File: config.mk
export PLATFORM = sky130hd
export DESIGN_NAME = pp_compound_adder
export DESIGN_NICKNAME = d
export VERILOG_FILES = /design/src/rtl/pp_compound_adder.sv
export SDC_FILE = /design/constraint.sdc
export NUM_CORES = 1
export LEC_CHECK = 0
export ABC_AREA = 1
export BUFFER_PORTS_ARGS = -buffer_cell sky130_fd_sc_hd__buf_2
export CAP_MARGIN = 5
export CORE_MARGIN = 10
export CORE_UTILIZATION = 55
export DETAILED_ROUTE_END_ITERATION = 8
export PLACE_DENSITY_LB_ADDON = 0.25
export SLEW_MARGIN = 5
export SYNTH_ARGS = -nofsm -noshare
export SYNTH_HDL_FRONTEND = slang
export SYNTH_SLANG_ARGS = --single-unit
File: constraint.sdc
create_clock -name vclk -period 3.1
set_input_delay 0.31 -clock vclk [all_inputs]
set_output_delay 0.31 -clock vclk [all_outputs]
set_load 0.005 [all_outputs]
File: src/rtl/pp_compound_adder.sv
module pp_compound_adder #(
  parameter int W = 32
) (
  input  logic [W-1:0] a,
  input  logic [W-1:0] b,
  input  logic         sel,
  output logic [W-1:0] sum0,
  output logic         co0,
  output logic [W-1:0] sum1,
  output logic         co1,
  output logic [W-1:0] result,
  output logic         res_co
);
  localparam int L = (W > 1) ? $clog2(W) : 1;

  // per-bit status as (gen, prop): kill=00, prop=01, gen=10
  logic [W-1:0] gen_l [0:L];
  logic [W-1:0] prp_l [0:L];
  logic [W:0]   c0, c1;

  assign gen_l[0] = a & b;
  assign prp_l[0] = a ^ b;

  for (genvar lv = 0; lv < L; lv++) begin : g_lvl
    localparam int D = 1 << lv;
    for (genvar i = 0; i < W; i++) begin : g_bit
      if (i >= D) begin : g_op
        assign gen_l[lv+1][i] = gen_l[lv][i] | (prp_l[lv][i] & gen_l[lv][i-D]);
        assign prp_l[lv+1][i] = prp_l[lv][i] & prp_l[lv][i-D];
      end else begin : g_pass
        assign gen_l[lv+1][i] = gen_l[lv][i];
        assign prp_l[lv+1][i] = prp_l[lv][i];
      end
    end
  end

  // +0: carry-in treated as kill; +1: prefix composed with a generate below bit 0
  assign c0 = {gen_l[L], 1'b0};
  assign c1 = {gen_l[L] | prp_l[L], 1'b1};

  assign sum0   = prp_l[0] ^ c0[W-1:0];
  assign co0    = c0[W];
  assign sum1   = prp_l[0] ^ c1[W-1:0];
  assign co1    = c1[W];
  assign result = sel ? sum1 : sum0;
  assign res_co = sel ? co1 : co0;

  always_comb begin
    a_r1_plain_sum: assert ({co0, sum0} == ({1'b0, a} + {1'b0, b}))
      else $error("R1 plain sum mismatch");
    a_r2_incr_sum: assert ({co1, sum1} == ({co0, sum0} + {{W{1'b0}}, 1'b1}))
      else $error("R2 incremented sum is not plain sum plus one");
    a_r4_result_sel: assert ({res_co, result} == ({1'b0, a} + {1'b0, b} + {{W{1'b0}}, sel}))
      else $error("R3/R4 result does not follow sel");
    a_r10_carry_order: assert (!co0 || co1)
      else $error("R10 co0 set without co1");
    a_r10_lsb: assert (sum1[0] == ~sum0[0])
      else $error("R10 lsb of sums not complementary");
  end
endmodule

==> run_results.csv, run 1 <==
group,metric,value,unit
timing,worst_slew_pin_slew,0.983,ns
drt,wl,14400,um
timing,slew_headroom,34.4,%
final_layout,drive_above_1_share,24.8,%
timing,tns,0,ns
drt,top_layer,"met4",
power_and_ir_drop,powerDensity,251,nW/um^2
floorplanning,die_area,10700,sq um
critical_path,slowest_delay,0.42,ns
floorplanning,io_pins,164,
timing,period_share,89.7,%
critical_path,crit_chain,"buf_2 > ha_1 > inv_1 > fa_1 > inv_1 > nand3_1 > nand3_1 > nand2_1 > nand2_2 > nand3_2 > nand2_2 > nand2_1 > nand2_1 > nand2_1 > nand3_1 > nand2_1 > buf_2",
logic_synthesis,yosysUniqueCellTypes,34,
drt,drc_errors,0,
run_status,status,"finished, final reports clean",
floorplanning,rows,30,
timing,whs,1.14,ns
grt,grt_pass1_vias,5072,
power_and_ir_drop,power_leakage,2.99,nW
drt,drt_iter0_drc,248,
grt,grt_max_degree,36,
critical_path,crit_slowest_cell,"fa_1",
placed_design,gp_congestion,0.957,
power_and_ir_drop,vdd_drop_max,0.000230,V
drt,avgRoutedWirePerCell,14.6,um
critical_path,path_max_fanout,4,
run,drv_cap,0,
grt,grt_usage,25.5,%
final_layout,sequential_cell_total,0,
timing,rsz0062_at_grt,"false",
final_layout,regArea,0,sq um
drt,vias_per_cell,5.27,
drt,dr_wl_met3,980,um
logic_synthesis,synth_fp_nets,847,
grt,grt_pass1_wl,22500,um
final_layout,nets,1007,
logic_synthesis,synth_top_area_share,26.6,%
final_layout,n_antenna_cell,0,
placed_design,post-place-ws,0.370,ns
drt,met2_length,7050,um
placed_design,port_buffers,164,
critical_path,crit_type,"primary input to primary output",
floorplanning,chipHeight,103,um
floorplanning,initial_core_util,56.5,%
logic_synthesis,ys_top_cells_by_area,"nand2_1, inv_1, ha_1",
critical_path,crit_arrival,2.47,ns
final_layout,areaGrowthSynthToFinish,23.6,%
logic_synthesis,yosysSeqAreaShare,0,%
clock_network,post-cts-setup-buffers,0,
grt,overflow,0,
grt,antenna_found_initial,0,
final_layout,clock_buffers,0,
floorplanning,die_width,103,um
critical_path,cp-start-kind,"primary input",
placed_design,dpl.hpwl,12700,um
min_path,hold_path.class,"primary input to primary output",
clock_network,hold_buffers,0,
timing,timing.fmax,360,MHz
timing,slew_violations,0,
clock_network,cts.repair.resized,0,
timing,setup_viol,0,
critical_path,worstPathRequired,2.79,ns
timing,hold_viol_final,0,
logic_synthesis,yosys_warnings,0,
critical_path,cp-end-kind,"primary output",
drt,vias,5192,
logic_synthesis,postSynthAreaPerCell,5.10,sq um
drt,firstDrtPassIters,8,
timing,fin_ws,0.319,ns
drt,ant_nets,0,
logic_synthesis,syn_area,3820,sq um
critical_path,cpMostUsedCell,"nand2_1",
drt,m1WireLength,6070,um
logic_synthesis,synth_area_leader_cell,"nand2_1",
floorplanning,core-area,6760,sq um
logic_synthesis,syn_inst,748,
timing,post-route-min-period,2.78,ns
-- worst paths after layout --
path,from,end,slack [ns],depth (start not counted)
max,a[0],result[24],0.32,17
min,b[0],sum0[0],1.14,4
-- cell type report --
class / instances / area (sq um)
fillers: 636 / 2040
inverters: 140 / 526
multi-input cells: 601 / 3260
well taps: 80 / 100
repair buffers: 165 / 828
-- logic make-up (layout without fill, tap and decap cells) --
family / after synthesis / count (layout) / synth area share, %
buffers and inverters: 147 / 305 / 14.5
AND/OR/NAND/NOR: 483 / 483 / 58.1
XOR/XNOR: 32 / 32 / 8.52
adder cells (fa/ha/maj): 34 / 34 / 11.3
AO/OA/AOI/OAI: 52 / 52 / 7.61
-- worst max-delay path: cells and delay by family --
kind | cells | cell delay [ns]
buffers and inverters | 4 | 0.44
adders and majority gates | 2 | 0.63
and+or+nand+nor | 11 | 1.07
-- where the power goes --
group / total (mW) / switching [mW] / internal, mW
combinational: 1.18 / 0.704 / 0.479
clock: 0 / 0 / 0
sequential: 0 / 0 / 0
total: 1.18 / 0.704 / 0.479
-- layer usage --
layer / track usage (%) / vias to the layer above
li1: - / 2635
met1: 30.0 / 2327
met2: 48.0 / 204
met3: 2.33 / 26
met4: 6.20 / 0
met5: 0 / -
-- cell usage in the layout (no fill, tap or decap) --
cell type / netlist / routed
nand2_4: 3 / 3
a21oi_1: 25 / 25
and2_2: 1 / 1
nand3b_2: 2 / 2
a21oi_2: 2 / 2
fa_1: 1 / 1
xor2_1: 19 / 19
buf_2: 0 / 164
nand3_2: 4 / 4
xnor2_1: 7 / 7
inv_1: 132 / 132
or2_1: 1 / 1
nor3_1: 2 / 2
nor2_4: 6 / 6
o211ai_1: 1 / 1
inv_2: 8 / 8
o21ai_1: 2 / 2
ha_1: 33 / 33
o21bai_1: 4 / 4
o211ai_2: 1 / 1
nand2_2: 19 / 19
buf_4: 0 / 1
nand3b_1: 2 / 2
o21ai_0: 16 / 16
nand3_1: 78 / 78
nor2_2: 6 / 6
a21boi_0: 1 / 1
nand4_1: 15 / 15
nor2_1: 43 / 43
nand2_1: 270 / 270
or2_2: 1 / 1
and2_1: 29 / 29
xor2_2: 6 / 6
nor3_2: 1 / 1
-- synthesized netlist by cell type --
cell / number
a21boi_0: 1
o211ai_1: 1
o21ai_0: 16
inv_1: 132
nand4_1: 15
a21oi_2: 2
ha_1: 33
nand3_2: 4
nand3b_1: 2
nand3b_2: 2
a21oi_1: 25
nand2_1: 270
clkbuf_1: 5
o21ai_1: 2
buf_1: 2
xnor2_1: 7
inv_2: 8
nand2_2: 19
nand3_1: 78
fa_1: 1
nor2_2: 6
nor3_1: 2
and2_2: 1
o211ai_2: 1
xor2_1: 19
nand2_4: 3
nor2_1: 43
and2_1: 29
nor3_2: 1
xor2_2: 6
nor2_4: 6
or2_2: 1
or2_1: 1
o21bai_1: 4
-- metrics by stage --
step / power [mW] / cells / area (sq um) / utilization [%]
after floorplan: 0.717 / 748 / 3820 / -
after global placement: 1.14 / 986 / 4720 / 69.8
after detailed placement: 1.17 / 986 / 4720 / 69.8
after CTS: 1.18 / 986 / 4720 / 69.8
after global routing: 1.32 / 986 / 4720 / 69.8
final: 1.18 / 986 / 4720 / 69.8
No activity file was read; power rests on OpenSTA's default activity.
==> inputs of run 2 (changes only) <==
- BUFFER_PORTS_ARGS: -buffer_cell sky130_fd_sc_hd__buf_2 -> -buffer_cell sky130_fd_sc_hd__buf_4
- CELL_PAD_IN_SITES_DETAIL_PLACEMENT: not set -> 0
- CELL_PAD_IN_SITES_GLOBAL_PLACEMENT: not set -> 2
- CORE_UTILIZATION: 55 -> 25
- PLACE_DENSITY_LB_ADDON: 0.25 -> 0.1
==> run 2 against run 1 <==
Compared with the run above:
- combinational power increased by 16%
- first-iteration DRC count decreased by 31%
- routed wire length increased by 19%
- cell count increased by 11%
- count of clock-buffer cells in the layout unchanged
- non-clock buffer count increased by 1
- largest cell class unchanged
==> run_results.csv, run 2 (same netlist as run 1, synthesis figures left out) <==
group,metric,value,unit
critical_path,crit_type,"primary input to primary output",
floorplanning,die_width,144,um
run,drv_cap,0,
timing,hold_viol_final,0,
grt,grt_usage,15.9,%
drt,avgRoutedWirePerCell,15.7,um
final_layout,n_fill_cell,1797,
power_and_ir_drop,p_sw,736,uW
power_and_ir_drop,p_int,631,uW
timing,rsz0062_at_grt,"false",
grt,overflow,0,
clock_network,hold_buffers,0,
grt,grt_pass1_wl,26400,um
grt,globalRouteMet2Util,29.8,%
timing,post-route-min-period,2.79,ns
placed_design,post-place-cells,1095,
drt,drt_iter0_drc,170,
timing,slew_violations,0,
drt,firstDrtPassIters,4,
final_layout,areaGrowthSynthToFinish,38.1,%
drt,wl,17200,um
final_layout,drive_above_1_share,24.9,%
floorplanning,core-area,15100,sq um
critical_path,crit_arrival,2.48,ns
floorplanning,rows,45,
placed_design,port_buffers,164,
timing,whs,1.14,ns
critical_path,path_max_fanout,4,
power_and_ir_drop,total_power,1.37,mW
final_layout,regArea,0,sq um
critical_path,worstPathRequired,2.79,ns
clock_network,post-cts-setup-buffers,0,
drt,drc_errors,0,
timing,worst_slew_pin_slew,1.11,ns
grt,grt_util_met1,19.7,%
grt,grt_max_degree,36,
floorplanning,initial_core_util,25.3,%
critical_path,cp-start-kind,"primary input",
final_layout,layout.cells.non_filler,1095,
placed_design,gp_congestion,0.910,
power_and_ir_drop,clock_power_share,0,%
power_and_ir_drop,powerDensity,259,nW/um^2
min_path,min_from,"b[1]",
floorplanning,io_pins,164,
power_and_ir_drop,power_leakage,3.14,nW
grt,gr-max-usage-layer,"met2",
grt,antenna_found_initial,0,
min_path,hold_depth,4,
final_layout,utilization,34.9,%
power_and_ir_drop,pwr-share-seq,0,%
min_path,min_to,"sum1[1]",
timing,setup_viol,0,
final_layout,nets,1008,
floorplanning,chipHeight,144,um
timing,tns,0,ns
placed_design,dpl.hpwl,15500,um
final_layout,clock_buffers,0,
power_and_ir_drop,switching_share,53.8,%
final_layout,n_antenna_cell,0,
drt,vias_per_cell,4.49,
critical_path,cp-startpoint,"a[0]",
grt,met3_usage,1.85,%
critical_path,cp-end-kind,"primary output",
clock_network,cts.repair.resized,0,
timing,slew_headroom,25.7,%
timing,timing.fmax,359,MHz
run_status,status,"finished, final reports clean",
final_layout,multiInputGateArea,3260,sq um
power_and_ir_drop,pwr-share-comb,100.0,%
floorplanning,die_area,20600,sq um
drt,vias,4917,
final_layout,sequential_cell_total,0,
final_layout,layout_common_cells,"nand2_1, buf_4, inv_1, nand3_1, nor2_1",
timing,period_share,89.9,%
power_and_ir_drop,vdd_drop_max,0.000144,V
grt,grt_pass1_vias,5097,
min_path,hold_path.class,"primary input to primary output",
final_layout,final_common_cell,"nand2_1",
drt,ant_nets,0,
run 2: cell count changes in the layout (fill, tap and decap cells not counted), sizes merged:
| cell | delta |
|---|---|
| buf | +1 |
run 2: final cells by class:
cell class	count	share of cell area (%)
multi-input combinational	601	61.9
timing repair buffer	166	23.6
inverter	140	9.97
tap	188	4.46
run 2: how the worst max path moves through the flow:
| stage | cells after the start | end |
|---|---|---|
| floorplan | 14 | sum0[24] |
| detailed placement | 17 | result[24] |
| finish | 17 | result[24] |
| CTS | 17 | result[24] |
| global route | 17 | result[24] |
| global placement | 17 | result[24] |
run 2: power by group through the flow:
| stage | Clock, mW | Combinational, mW | Sequential (mW) |
|---|---|---|---|
| 5_1_grt | 0 | 1.53 | 0 |
| 3_3_place_gp | 0 | 1.39 | 0 |
| 6_report | 0 | 1.37 | 0 |
| 4_1_cts | 0 | 1.40 | 0 |
| 2_1_floorplan | 0 | 0.717 | 0 |
| 3_5_place_dp | 0 | 1.39 | 0 |
run 2: per-layer routing:
| layer | up-vias | routed length (um) |
|---|---|---|
| li1 | 2627 | - |
| met1 | 2196 | 7700 |
| met2 | 92 | 8680 |
| met3 | 2 | 737 |
| met4 | 0 | 62 |
| met5 | - | 0 |
run 2: metrics by stage:
stage / worst slack (ns) / area, sq um
6_report: 0.314 / 5270
5_1_grt: 0.0928 / 5270
4_1_cts: 0.304 / 5270
3_5_place_dp: 0.316 / 5270
3_3_place_gp: 0.418 / 5270
2_1_floorplan: 0.862 / 3820
run 2: critical path: stages:
cell,delay [ns]
buf_4,0.08
ha_1,0.20
inv_1,0.07
fa_1,0.42
inv_1,0.15
nand3_1,0.12
nand3_1,0.21
nand2_1,0.12
nand2_2,0.10
nand3_2,0.08
nand2_2,0.12
nand2_1,0.07
nand2_1,0.06
nand2_1,0.05
nand3_1,0.07
nand2_1,0.08
buf_4,0.14
